File: config.mk
export PLATFORM = sky130hd
export DESIGN_NAME = gpio_edge_irq_ctrl
export DESIGN_NICKNAME = d
export VERILOG_FILES = /design/src/rtl/gei_pkg.sv /design/src/rtl/gei_sync.sv /design/src/rtl/gei_bank.sv /design/src/rtl/gpio_edge_irq_ctrl.sv
export SDC_FILE = /design/constraint.sdc
export NUM_CORES = 1
export LEC_CHECK = 0
export ABC_AREA = 1
export BUFFER_PORTS_ARGS = -buffer_cell sky130_fd_sc_hd__buf_2
export CORE_UTILIZATION = 30
export CTS_BUF_LIST = sky130_fd_sc_hd__clkbuf_4 sky130_fd_sc_hd__clkbuf_8
export CTS_CLUSTER_DIAMETER = 50
export DETAILED_ROUTE_END_ITERATION = 7
export GPL_TIMING_DRIVEN = 1
export PLACE_DENSITY_LB_ADDON = 0.08
export SETUP_SLACK_MARGIN = 0.15
export SYNTH_ARGS = -nofsm -noshare
export SYNTH_HDL_FRONTEND = slang
export SYNTH_SLANG_ARGS = --single-unit
File: constraint.sdc
create_clock -name clk_i -period 1.25 [get_ports clk_i]
set_input_delay 0.1875 -clock clk_i [delete_from_list [all_inputs] [get_ports clk_i]]
set_output_delay 0.1875 -clock clk_i [all_outputs]
set_load 0.01 [all_outputs]
File: src/rtl/gei_pkg.sv
`timescale 1ns/1ps
package gei_pkg;
   localparam int BANK_W   = 32;
   localparam int MAX_PINS = 64;

   // register kind, taken from byte address bits [4:3]
   typedef enum logic [1:0] {
      KIND_EN   = 2'd0,
      KIND_POL  = 2'd1,
      KIND_STAT = 2'd2,
      KIND_WAKE = 2'd3
   } kind_e;

   function automatic int bank_width(input int pins, input int bank);
      int rest;
      rest = pins - bank * BANK_W;
      return (rest > BANK_W) ? BANK_W : rest;
   endfunction
endpackage

File: src/rtl/gei_sync.sv
`timescale 1ns/1ps
module gei_sync #(
   parameter int W      = 32,
   parameter int STAGES = 2
) (
   input  logic         clk_i,
   input  logic         rst_ni,
   input  logic [W-1:0] pin_i,
   output logic [W-1:0] rise_o,
   output logic [W-1:0] fall_o
);
   localparam int LAST = STAGES - 1;

   logic [W-1:0] stg_q [STAGES];
   logic [W-1:0] prev_q;

   always_ff @(posedge clk_i) begin
      if (!rst_ni) begin
         for (int s = 0; s < STAGES; s++) stg_q[s] <= '0;
         prev_q <= '0;
      end else begin
         stg_q[0] <= pin_i;
         for (int s = 1; s < STAGES; s++) stg_q[s] <= stg_q[s-1];
         prev_q <= stg_q[LAST];
      end
   end

   assign rise_o =  stg_q[LAST] & ~prev_q;
   assign fall_o = ~stg_q[LAST] &  prev_q;
endmodule

File: src/rtl/gei_bank.sv
`timescale 1ns/1ps
module gei_bank
   import gei_pkg::*;
#(
   parameter int W = 32
) (
   input  logic         clk_i,
   input  logic         rst_ni,
   input  logic         wr_i,
   input  kind_e        kind_i,
   input  logic [W-1:0] wdata_i,
   input  logic [W-1:0] rise_i,
   input  logic [W-1:0] fall_i,
   output logic [W-1:0] en_o,
   output logic [W-1:0] pol_o,
   output logic [W-1:0] stat_o,
   output logic [W-1:0] wake_o,
   output logic [W-1:0] event_o,
   output logic [W-1:0] clr_o
);
   logic [W-1:0] en_q, pol_q, stat_q, wake_q;

   // polarity 0 -> rising, 1 -> falling
   assign event_o = (rise_i & ~pol_q) | (fall_i & pol_q);
   assign clr_o   = (wr_i && kind_i == KIND_STAT) ? wdata_i : '0;

   always_ff @(posedge clk_i) begin
      if (!rst_ni) begin
         en_q   <= '0;
         pol_q  <= '0;
         stat_q <= '0;
         wake_q <= '0;
      end else begin
         if (wr_i && kind_i == KIND_EN)   en_q   <= wdata_i;
         if (wr_i && kind_i == KIND_POL)  pol_q  <= wdata_i;
         if (wr_i && kind_i == KIND_WAKE) wake_q <= wdata_i;
         // a fresh event outranks a clear in the same cycle
         stat_q <= (stat_q & ~clr_o) | event_o;
      end
   end

   assign en_o   = en_q;
   assign pol_o  = pol_q;
   assign stat_o = stat_q;
   assign wake_o = wake_q;
endmodule

File: src/rtl/gpio_edge_irq_ctrl.sv
`timescale 1ns/1ps
module gpio_edge_irq_ctrl
   import gei_pkg::*;
#(
   parameter int NUM_PINS    = 64,
   parameter int ADDR_W      = 8,
   parameter int SYNC_STAGES = 2
) (
   input  logic                clk_i,
   input  logic                rst_ni,
   input  logic [NUM_PINS-1:0] pins_i,
   input  logic [ADDR_W-1:0]   bus_addr_i,
   input  logic                bus_wr_i,
   input  logic [31:0]         bus_wdata_i,
   output logic [31:0]         bus_rdata_o,
   output logic                irq_o,
   output logic [NUM_PINS-1:0] wake_en_o
);
   localparam int NBANK = (NUM_PINS + BANK_W - 1) / BANK_W;

   if (NUM_PINS < 1 || NUM_PINS > MAX_PINS) begin : g_bad_pins
      $error("NUM_PINS must lie in 1..64");
   end
   if (ADDR_W < 6) begin : g_bad_addr
      $error("ADDR_W must be at least 6");
   end
   if (SYNC_STAGES < 2) begin : g_bad_sync
      $error("SYNC_STAGES must be at least 2");
   end

   // address decode
   kind_e kind;
   logic  bank_idx;
   logic  addr_mapped;

   assign kind     = kind_e'(bus_addr_i[4:3]);
   assign bank_idx = bus_addr_i[2];
   assign addr_mapped = (bus_addr_i[1:0] == 2'b00)
                     && (bus_addr_i[ADDR_W-1:5] == '0)
                     && (32'(bank_idx) < NBANK);

   logic [NUM_PINS-1:0] en_all, pol_all, stat_all, wake_all, event_all, clr_all;
   logic [31:0] en_w [NBANK];
   logic [31:0] pol_w [NBANK];
   logic [31:0] stat_w [NBANK];
   logic [31:0] wake_w [NBANK];

   for (genvar b = 0; b < NBANK; b++) begin : g_bank
      localparam int W  = bank_width(NUM_PINS, b);
      localparam int LO = b * BANK_W;

      logic [W-1:0] rise, fall, en, pol, stat, wake, evt, clr;
      logic         wr;

      assign wr = bus_wr_i && addr_mapped && (bank_idx == 1'(b));

      gei_sync #(.W(W), .STAGES(SYNC_STAGES)) u_sync (
         .clk_i  (clk_i),
         .rst_ni (rst_ni),
         .pin_i  (pins_i[LO +: W]),
         .rise_o (rise),
         .fall_o (fall)
      );

      gei_bank #(.W(W)) u_bank (
         .clk_i   (clk_i),
         .rst_ni  (rst_ni),
         .wr_i    (wr),
         .kind_i  (kind),
         .wdata_i (bus_wdata_i[W-1:0]),
         .rise_i  (rise),
         .fall_i  (fall),
         .en_o    (en),
         .pol_o   (pol),
         .stat_o  (stat),
         .wake_o  (wake),
         .event_o (evt),
         .clr_o   (clr)
      );

      assign en_all[LO +: W]    = en;
      assign pol_all[LO +: W]   = pol;
      assign stat_all[LO +: W]  = stat;
      assign wake_all[LO +: W]  = wake;
      assign event_all[LO +: W] = evt;
      assign clr_all[LO +: W]   = clr;

      assign en_w[b]   = 32'(en);
      assign pol_w[b]  = 32'(pol);
      assign stat_w[b] = 32'(stat);
      assign wake_w[b] = 32'(wake);
   end

   // read mux
   always_comb begin
      bus_rdata_o = '0;
      for (int b = 0; b < NBANK; b++) begin
         if (addr_mapped && bank_idx == 1'(b)) begin
            case (kind)
               KIND_EN:   bus_rdata_o = en_w[b];
               KIND_POL:  bus_rdata_o = pol_w[b];
               KIND_STAT: bus_rdata_o = stat_w[b];
               KIND_WAKE: bus_rdata_o = wake_w[b];
               default:   bus_rdata_o = '0;
            endcase
         end
      end
   end

   // combined request
   logic irq_q;
   always_ff @(posedge clk_i) begin
      if (!rst_ni) irq_q <= 1'b0;
      else         irq_q <= |(stat_all & en_all);
   end

   assign irq_o     = irq_q;
   assign wake_en_o = wake_all;
endmodule

==> metrics.cfg, run 1 <==
[run_status]
run_status=finished with violations
violations_in_the_final_reports=negative setup slack

[cells_and_area]
final_layout_size_suffix_gt1_share_pct=29.65
final_nets=3464
fillers=6631
area.growth.synth_to_final_pct=46.43
layout.cell_area.non_filler_mm2=0.02798

[placement]
dpl_cell_area_mm2=0.02283
dpl_wire_length_um=48450
gp_congestion=0.8866
port_buffers=203
detailedPlace.worstSlack_ns=-0.7255

[routing]
num_vias=19470
avgViaCountPerCell=4.565
drt_wl_total_um=69550
drt-wirelength-per-cell_um=16.31
drt_first_iter_violations=971
route.detailed.drc=0
route.antenna.remaining_nets=0
drtPass1Iterations=7

[grt]
grt_pass1_vias=19090
antenna_found_initial=4
maximum_number_of_pins_on_one_net_before_global_route_repair=95
grt.total_usage_pct=21.46
grt_first_pass_wirelength_um=106200
gr-total-overflow=0

[timing]
max_clock_freq_mhz=503.1
timing_max_transition_violations_final=0
max_slew_margin_pct=70.03
timing_hold_violations_final=0
grt_setup_unrepaired=yes
setup_viol_count_final=98
worstMarginPinSlew_ns=0.4476
timing.clock.skew_ns=0.01693
postLayoutSetupSlackWorst_ns=-0.7377
finalCritPeriodShare_pct=159.0
minimum_clock_period_after_layout_ns=1.988

[clocking]
cts_buffers=86
tritoncts=built
cts_sinks=449
clock_path_buffers=3
clk_pin_slew_ns=0.06
cts.htree.levels=3
worstSkewPairLatency_ns=0.66
cts.root.buffer_cell=clkbuf_8

[yosys]
syn_area_mm2=0.01911
post_synth.cell_area_avg_um2=6.789
yosys_warnings=0
async_reset_ff_share_pct=0
synth.cells.most_frequent=870 x nand2_1, 449 x dfxtp_1, 416 x inv_1
postSynth.topFlopCell=dfxtp_1
yosysSeqAreaShare_pct=47.03
synth_top_cell_by_area=dfxtp_1
synth.area.top_cells=dfxtp_1 47%, nand2_1 17%, inv_1 8.2%, nor2_1 6.1%, a21oi_1 4.7%
syn-num-nets=2922
synth_enable_flop_cells=0
synth_cell_types=22
ys_seq_elements=449
synthCells=2815
yosys.area.top_type_share_pct=47.03
post-synth-top-count-cell=nand2_1

[power_and_ir_drop]
peakVddDrop_mv=0.7752
power_density_mw_per_mm2=1173
post-layout-total-power_mw=32.83
leakagePower_nw=13.22

[floorplanning]
core.rowCount=92
floorplan.core_area_mm2=0.06297
num_io_pins=204
die_x_um=254.4
dieArea_mm2=0.06472
initial_utilization_pct=30.35
floorplan.die.height_um=254.4

[setup_path]
path_max_fanout=2
reg2reg_from=g_bank[0].u_bank.stat_o[15]$_SDFF_PN0_
required_ns=1.06
timing.setup.critical_path_class=flip-flop to primary output
reg2reg_slack_ns=-0.05
worst_r2r_path_depth=9
timing.rr.end=irq_o$_SDFF_PN0_
cp-end-kind=primary output
element_type_at_the_critical_path_start=flip-flop
cp-startpoint=g_bank[1].u_bank.pol_o[7]$_SDFFE_PN0P_
critPathArrivalTime_ns=1.80

[run]
timing.max_cap.violations=0

[worst_hold_path]
worst_hold_path_type=input port to flip-flop
worst_hold_path.num_cells=4
timing.hold.worst_endpoint=g_bank[0].u_bank.en_o[6]$_SDFFE_PN0P_
timing.hold.worst.start=rst_ni

==> layout by cell type, fill, tap and decap left out, drive strengths merged, types with 98 or more instances in the layout <==
cell,synthesis,routed
dlygate4sd3,0,123
inv,419,418
nand3,98,98
dfxtp,449,449
nand2,874,874
o21ai,167,167
buf,93,510
clkbuf,89,138
nor2,314,314
a21oi,178,178
==> per-layer routing <==
| layer | track usage [%] | wire, um | vias to the layer above |
|---|---|---|---|
| met1 | 24.73 | 28560 | 9062 |
| met4 | 8.055 | 2310 | 4 |
| li1 | - | - | 9782 |
| met5 | 0 | 27 | - |
| met3 | 4.011 | 3429 | 138 |
| met2 | 39.05 | 35220 | 480 |
==> kinds of logic after synthesis <==
group                  count (synthesis)  share of synthesized area, %
and+or+nand+nor                     1350                         28.17
AOI/OAI and AO/OA                    415                         11.82
DFF                                  449                         47.03
buffers and inverters                601                         12.98
==> cell type report <==
type                       count  area, um2  share of cell area [%]
sequential                   449       9171                   32.77
tap                          846       1059                   3.783
multi-input combinational   1765       8451                   30.20
antenna                        2      5.005                 0.01789
clock buffer                 135       1689                   6.036
timing repair buffer         636       5909                   21.12
clock inverter                12      117.6                  0.4203
inverter                     419       1582                   5.652
==> registers in the layout, indices dropped and copies added (netlist names) <==
signal / flops
g_bank.u_bank.en_o: 64
g_bank.u_bank.pol_o: 64
g_bank.u_bank.stat_o: 64
g_bank.u_bank.wake_o: 64
g_bank.u_sync.prev_q: 64
g_bank.u_sync.stg_q: 128
irq_o: 1
==> stage by stage <==
stage / hold WS (ns) / cells / utilization [%] / setup TNS [ns]
4_1_cts: 0.01377 / 4235 / 43.40 / -36.95
3_5_place_dp: 0.3718 / 3932 / 36.27 / -110.85
5_1_grt: 0.04467 / 4264 / 44.44 / -33.48
2_1_floorplan: 0.2851 / 2815 / - / 0
3_3_place_gp: 0.3679 / 3932 / 36.27 / -104.64
6_report: 0.03354 / 4264 / 44.44 / -26.81
==> report_power, final <==
group	switching (mW)	internal, mW	total (mW)	leakage, nW
sequential	0.231	14.7	14.9	3.72
clock	6.38	8.92	15.3	0.957
combinational	1.50	1.13	2.62	8.54
==> worst max-delay path: stages, from the launching register on <==
cell and delay (ns):
dfxtp_2 0.33, inv_2 0.05, o21ai_2 0.12, a211oi_2 0.05, o21ai_2 0.31, buf_4 0.18
buf_6 0.09
==> worst max path at each step <==
| stage | to | slack [ns] |
|---|---|---|
| 6_report | bus_rdata_o[7] | -0.74 |
| 5_1_grt | bus_rdata_o[4] | -0.83 |
| 4_1_cts | bus_rdata_o[4] | -0.83 |
| 3_5_place_dp | bus_rdata_o[7] | -0.73 |
| 3_3_place_gp | bus_rdata_o[7] | -0.70 |
| 2_1_floorplan | bus_rdata_o[30] | 0.003 |
==> timing repair <==
| action | CTS | global route |
|---|---|---|
| hold buffers | 124 | 0 |
| endpoints found under the setup margin | 99 | 308 |
| pin swaps | 125 | 97 |
| cloned | 0 | 2 |
| buffers inserted | 32 | 25 |
| endpoints found under the hold margin | 339 | 0 |
| gates resized for setup | 433 | 154 |
Power figures use the tool's default switching activity.
==> inputs of run 2 (changes only) <==
--- a/config.mk
+++ b/config.mk
@@ -7,6 +7,7 @@
 export LEC_CHECK = 0
 export ABC_AREA = 1
 export BUFFER_PORTS_ARGS = -buffer_cell sky130_fd_sc_hd__buf_2
+export CORE_MARGIN = 2
 export CORE_UTILIZATION = 30
 export CTS_BUF_LIST = sky130_fd_sc_hd__clkbuf_4 sky130_fd_sc_hd__clkbuf_8
 export CTS_CLUSTER_DIAMETER = 50
==> run 2 against run 1 <==
Net effect: the flow still finishes with violations (negative setup slack); total power grew 0.54%; maximum frequency rose by 5.4%; largest power group unchanged; register-to-register slack barely moved; worst setup slack improved by 0.10 ns.
==> metrics.cfg, run 2 (synthesized netlist as in run 1, its figures left out) <==
[run_status]
run_status=finished with violations
violations_in_the_final_reports=negative setup slack

[setup_path]
worst_r2r_path_depth=10  ; +1
critPathBufInv=2  ; -1
element_type_at_the_critical_path_start=flip-flop
critical_path.endpoint=bus_rdata_o[11]
timing.rr.end=irq_o$_SDFF_PN0_
timing.setup.critical_path_class=flip-flop to primary output
cp-end-kind=primary output
critical_path_cell_count=5  ; -1
cp-startpoint=g_bank[1].u_bank.pol_o[11]$_SDFFE_PN0P_
worst_path_largest_cell_delay_ns=0.33  ; about the same
worst_path_dominant_cell_family=compound AO/OA/AOI/OAI gates
critPathArrivalTime_ns=1.70  ; -0.10 ns
reg2reg_from=g_bank[0].u_bank.stat_o[17]$_SDFF_PN0_
required_ns=1.06  ; about the same
path_max_fanout=2  ; unchanged
reg2reg_slack_ns=-0.06  ; about the same
critical_path.slowest_cell=dfxtp_2
cp_cell_sequence=inv_2 > o22ai_4 > a211oi_2 > o21ai_2 > buf_2

[timing]
postLayoutSetupSlackWorst_ns=-0.6355  ; +0.1023 ns
finalCritPeriodShare_pct=150.8  ; -8.2 points
minimum_clock_period_after_layout_ns=1.885  ; -0.1023 ns
hold_ws_ns=0.1482  ; +0.1147 ns
timing_hold_violations_final=0  ; unchanged
setup_viol_count_final=98  ; unchanged
timing.clock.skew_ns=0.01679  ; -0.0001352 ns
finalSetupTns_ns=-26.24  ; +0.5726 ns
timing_max_transition_violations_final=0  ; unchanged
grt_setup_unrepaired=yes
max_clock_freq_mhz=530.4  ; +5.4%
worstMarginPinSlew_ns=0.4836  ; +0.03600 ns
max_slew_margin_pct=67.76  ; -2.3 points

[floorplanning]
floorplan.core_area_mm2=0.06308  ; +0.18%
num_io_pins=204  ; unchanged
die_x_um=256.4  ; +0.79%
initial_utilization_pct=30.30  ; -0.055 points
dieArea_mm2=0.06574  ; +1.6%
floorplan.die.height_um=256.4  ; +0.79%
core.rowCount=92  ; unchanged

[cells_and_area]
layout.cells.most_common=nand2_1
area.growth.synth_to_final_pct=43.79
largest_reg_flops=128  ; unchanged
final_layout_size_suffix_gt1_share_pct=28.13  ; -1.5 points
antenna_cells=0  ; -2
layout_common_cells=841 x nand2_1, 375 x inv_1, 330 x dfxtp_1
post-route-util_pct=43.56  ; -0.88 points
top_register=g_bank.u_sync.stg_q
final_nets=3418  ; -1.3%

[routing]
drt-wirelength-per-cell_um=16.44  ; +0.81%
drtPass1Iterations=5  ; -2
drt_wl_total_um=69330  ; -0.32%
avgViaCountPerCell=4.576  ; +0.24%
num_vias=19290  ; -0.88%
route.antenna.remaining_nets=0  ; unchanged
wl_met2_um=35200  ; about the same
wirelength_met1_um=28810  ; +0.87%
route.detailed.drc=0  ; unchanged
met3RoutedLength_um=3441  ; +0.35%
drt_first_iter_violations=1338  ; +38%
top_layer_used=met5

[grt]
maximum_number_of_pins_on_one_net_before_global_route_repair=70  ; -26%
grt_first_pass_wirelength_um=105700  ; -0.45%
gr-total-overflow=0  ; unchanged
antenna_found_initial=2  ; -2
grt_pass1_vias=18860  ; -1.2%
grt.total_usage_pct=20.69  ; -0.77 points

[run]
timing.max_cap.violations=0  ; unchanged

[power_and_ir_drop]
post-layout-total-power_mw=33.01  ; +0.54%
leakagePower_nw=13.00  ; -1.7%
power_density_mw_per_mm2=1201  ; +2.4%
peakVddDrop_mv=0.6475  ; -16%

[worst_hold_path]
worst_hold_path_type=input port to flip-flop

[placement]
port_buffers=203  ; unchanged
dpl_wire_length_um=48240  ; -0.43%
gp_congestion=0.8758  ; -1.2%

[clocking]
clock_path_buffers=3  ; unchanged
cts_buffers=84  ; -2.3%
tritoncts=built
cts_sinks=449  ; unchanged
clk_pin_slew_ns=0.06  ; about the same
worstSkewPairLatency_ns=0.65  ; about the same
cts.root.buffer_cell=clkbuf_8
cts.htree.levels=3  ; unchanged

[run 2: changes by cell type in the layout (fill, tap and decap cells not counted), moves of 6 or more]
cell / previous run / this run
inv_1: 364 / 375
inv_2: 52 / 43
dlygate4sd3_1: 123 / 116
dfxtp_2: 98 / 107
o21ai_1: 51 / 57
buf_12: 43 / 32
o21ai_2: 48 / 38
buf_4: 193 / 167
nand2_1: 832 / 841
nand2_2: 36 / 27
[run 2: worst min-delay path by stage]
stage	to	slack [ns]	start	cells after the start
floorplan	g_bank[0].u_sync.stg_q[0][0]$_SDFF_PN0_	0.29	pins_i[0]	2
global placement	g_bank[0].u_sync.stg_q[0][0]$_SDFF_PN0_	0.37	pins_i[0]	3
detailed placement	g_bank[1].u_sync.stg_q[0][2]$_SDFF_PN0_	0.37	pins_i[34]	3
CTS	g_bank[0].u_bank.stat_o[18]$_SDFF_PN0_	0.08	bus_addr_i[2]	6
global route	g_bank[0].u_bank.stat_o[19]$_SDFF_PN0_	0.14	bus_addr_i[2]	6
finish	g_bank[0].u_bank.stat_o[19]$_SDFF_PN0_	0.15	bus_addr_i[2]	6
[run 2: repair_timing]
item	4_1_cts	5_1_grt
setup endpoints to repair	140	360
buffers inserted	20	18
hold buffers	117	0
pin swaps	94	104
resized for setup	360	203
gates cloned	0	1
endpoints found under the hold margin	333	0
[run 2: worst min-delay path: stages]
cell and delay (ns):
buf_2 0.13, nor2_4 0.06, buf_4 0.16, nand4_1 0.07, nand2_1 0.05, a21oi_1 0.11
[run 2: cell type report]
type	count	area, um2
clock buffer	132	1635
clock inverter	13	195.2
fill	6661	35600
inverter	419	1575
multi-input combinational	1765	8433
sequential	449	9168
tap	846	1059
timing repair buffer	592	5414
[run 2: stage by stage]
| step | instance area (um2) | std cells | worst slack, ns |
|---|---|---|---|
| 2_1_floorplan | 19330 | 2815 | 0.002797 |
| 3_3_place_gp | 22590 | 3915 | -0.5957 |
| 3_5_place_dp | 22590 | 3915 | -0.6106 |
| 4_1_cts | 26750 | 4197 | -0.7120 |
| 5_1_grt | 27480 | 4216 | -0.7320 |
| 6_report | 27480 | 4216 | -0.6355 |
[run 2: where the power goes]
group / leakage, nW / switching (mW) / internal, mW
Combinational: 8.31 / 1.47 / 1.02
Sequential: 3.72 / 0.233 / 14.7
Clock: 0.968 / 6.34 / 9.27
Total: 13.0 / 8.04 / 25.0
[run 2: metal layers]
layer,track usage [%],up-vias
li1,-,9691
met1,24.80,8948
met2,37.44,513
met3,3.648,138
met4,6.379,4
met5,0,-
==> inputs of run 3 (changes only) <==
--- a/config.mk
+++ b/config.mk
@@ -15,6 +15,7 @@
 export GPL_TIMING_DRIVEN = 1
 export PLACE_DENSITY_LB_ADDON = 0.08
 export SETUP_SLACK_MARGIN = 0.15
+export SLEW_MARGIN = 20
 export SYNTH_ARGS = -nofsm -noshare
 export SYNTH_HDL_FRONTEND = slang
 export SYNTH_SLANG_ARGS = --single-unit
==> constraint.sdc (replaced) <==
create_clock -name clk_i -period 2 [get_ports clk_i]
set_input_delay 0.3 -clock clk_i [delete_from_list [all_inputs] [get_ports clk_i]]
set_output_delay 0.3 -clock clk_i [all_outputs]
set_load 0.01 [all_outputs]
==> run 3 against run 2 <==
Net effect: the run still ends with negative setup slack left; sequential cell count unchanged; critical path type unchanged; total power shrank 37%; core utilization decreased by 3.0 points.
==> metrics.cfg, run 3 (synthesized netlist as in run 1, its figures left out) <==
[cells_and_area]
largest_reg_flops=128  ; unchanged
layout_common_cells=848 x nand2_1, 360 x inv_1, 330 x dfxtp_1
fillers=6850  ; +2.8%
final_non_filler_cell_total=4108  ; -2.6%
final_layout_size_suffix_gt1_share_pct=25.39  ; -2.7 points
top_register=g_bank.u_sync.stg_q
final_nets=3303  ; -3.4%
layout.cells.most_common=nand2_1
regArea_mm2=0.009178  ; +0.11%
area.growth.synth_to_final_pct=33.99
multiInputGateArea_mm2=0.008105  ; -3.9%

[routing]
num_vias=18940  ; -1.8%
drtPass1Iterations=5  ; unchanged
route.detailed.drc=0  ; unchanged
drt_first_iter_violations=1029  ; -23%
avgViaCountPerCell=4.611  ; +0.77%
drt-wirelength-per-cell_um=16.45  ; about the same
drt_wl_total_um=67580  ; -2.5%
route.antenna.remaining_nets=0  ; unchanged

[grt]
maximum_number_of_pins_on_one_net_before_global_route_repair=97  ; +39%
grt.total_usage_pct=20.10  ; -0.59 points
grt_first_pass_wirelength_um=102700  ; -2.9%
gr-total-overflow=0  ; unchanged
grt_pass1_vias=18420  ; -2.3%
antenna_found_initial=3  ; +1

[timing]
setup_viol_count_final=3  ; -97%
minimum_clock_period_after_layout_ns=2.033
timing_hold_violations_final=0  ; unchanged
grt_setup_unrepaired=yes
postLayoutSetupSlackWorst_ns=-0.03307  ; +0.6024 ns
max_clock_freq_mhz=491.9
worstMarginPinSlew_ns=0.5301  ; +0.04649 ns
finalCritPeriodShare_pct=101.7
timing.clock.skew_ns=0.02605  ; +0.009260 ns
hold_ws_ns=0.04704  ; -0.1012 ns
max_slew_margin_pct=64.66  ; -3.1 points
timing_max_transition_violations_final=0  ; unchanged

[floorplanning]
floorplan.core_area_mm2=0.06308  ; unchanged
die_x_um=256.4  ; unchanged
core.rowCount=92  ; unchanged
initial_utilization_pct=30.30  ; unchanged
floorplan.die.height_um=256.4  ; unchanged
dieArea_mm2=0.06574  ; unchanged
num_io_pins=204  ; unchanged

[placement]
port_buffers=203  ; unchanged
dpl_wire_length_um=46280  ; -4.1%
placedCellCount=3786  ; -3.3%
gp_congestion=0.8511  ; -2.8%

[run_status]
run_status=finished with violations
violations_in_the_final_reports=negative setup slack

[run]
timing.max_cap.violations=0  ; unchanged

[worst_hold_path]
worst_hold_path_type=input port to flip-flop

[clocking]
cts_buffers=87  ; +3.6%
cts.root.buffer_cell=clkbuf_8
cts.htree.levels=3  ; unchanged
tritoncts=built
clk_pin_slew_ns=0.06  ; about the same
cts_sinks=449  ; unchanged
clock_path_buffers=3  ; unchanged
worstSkewPairLatency_ns=0.66  ; about the same

[setup_path]
required_ns=1.70  ; +0.64 ns
path_max_fanout=2  ; unchanged
cp-end-kind=primary output
critPathArrivalTime_ns=1.73  ; +0.03 ns
timing.setup.critical_path_class=flip-flop to primary output
element_type_at_the_critical_path_start=flip-flop

[power_and_ir_drop]
peakVddDrop_mv=0.4130  ; -36%
post-layout-total-power_mw=20.74  ; -37%
leakagePower_nw=12.31  ; -5.3%
power_density_mw_per_mm2=809.9  ; -33%

run 3: changes by cell type in the layout (fill, tap and decap cells not counted), moves of 15 or more:
cell / change
nor2_1: +22
inv_1: -15
dlygate4sd3_1: -29
buf_2: +59
o21ai_0: +20
buf_4: -16
buf_6: -126
run 3: cell type report:
class | instances | share of cell area (%)
diodes | 1 | 0.009772
multi-input cells | 1765 | 31.65
repair buffers | 474 | 14.64
inverters | 419 | 6.210
well taps | 846 | 4.134
clock inverters | 12 | 0.5619
flip-flops and latches | 449 | 35.84
clock buffers | 142 | 6.948
run 3: power by group:
part           switching, mW  total (mW)  leakage [nW]  internal [mW]
sequential             0.146        9.32          3.72           9.18
combinational          0.864        1.42          7.57          0.559
clock                   4.02        10.0          1.02           5.97
run 3: what timing repair did:
action | 4_1_cts | 5_1_grt
pin swaps | 113 | 80
gates cloned | 0 | 2
gates resized for setup | 311 | 102
hold buffers | 87 | 0
setup buffers | 63 | 15
endpoints found under the setup margin | 32 | 32
hold endpoints to repair | 165 | 0
run 3: critical path: stages (launching register included):
cell and delay (ns):
dfxtp_2 0.38, inv_1 0.06, o21ai_1 0.17, a21oi_2 0.06, o22ai_1 0.13, buf_4 0.17, buf_6 0.10
run 3: final timing paths:
| check | to | startpoint | cells past startpoint | slack [ns] |
|---|---|---|---|---|
| max | bus_rdata_o[6] | g_bank[0].u_bank.wake_o[6]$_SDFFE_PN0P_ | 6 | -0.03 |
| min reg2reg | g_bank[1].u_sync.stg_q[0][32]$_SDFF_PN0_ | g_bank[1].u_sync.stg_q[0][0]$_SDFF_PN0_ | 2 | 0.41 |
| max reg2reg | irq_o$_SDFF_PN0_ | g_bank[0].u_bank.stat_o[16]$_SDFF_PN0_ | 9 | 0.53 |
| min | g_bank[1].u_bank.en_o[2]$_SDFFE_PN0P_ | bus_wdata_i[2] | 3 | 0.05 |
run 3: metal layers:
| layer | track usage [%] | share of wire [%] | vias up |
|---|---|---|---|
| met1 | 23.74 | 42 | 8840 |
| met3 | 3.806 | 4.9 | 153 |
| met2 | 35.79 | 50 | 488 |
| li1 | - | - | 9459 |
| met4 | 7.930 | 3.6 | 4 |
| met5 | 0 | 0.044 | - |
run 3: per-stage QoR:
stage / cell area [um2] / worst slack [ns] / utilization, % / TNS [ns]
after global placement: 21370 / -0.1158 / 33.87 / -0.3716
after detailed placement: 21370 / -0.1771 / 33.87 / -0.6296
final: 25610 / -0.03307 / 40.59 / -0.04511
after floorplan: 19110 / 0.3165 / - / 0
after CTS: 25190 / -0.08030 / 39.93 / -0.7932
after global routing: 25610 / -0.1381 / 40.59 / -1.136
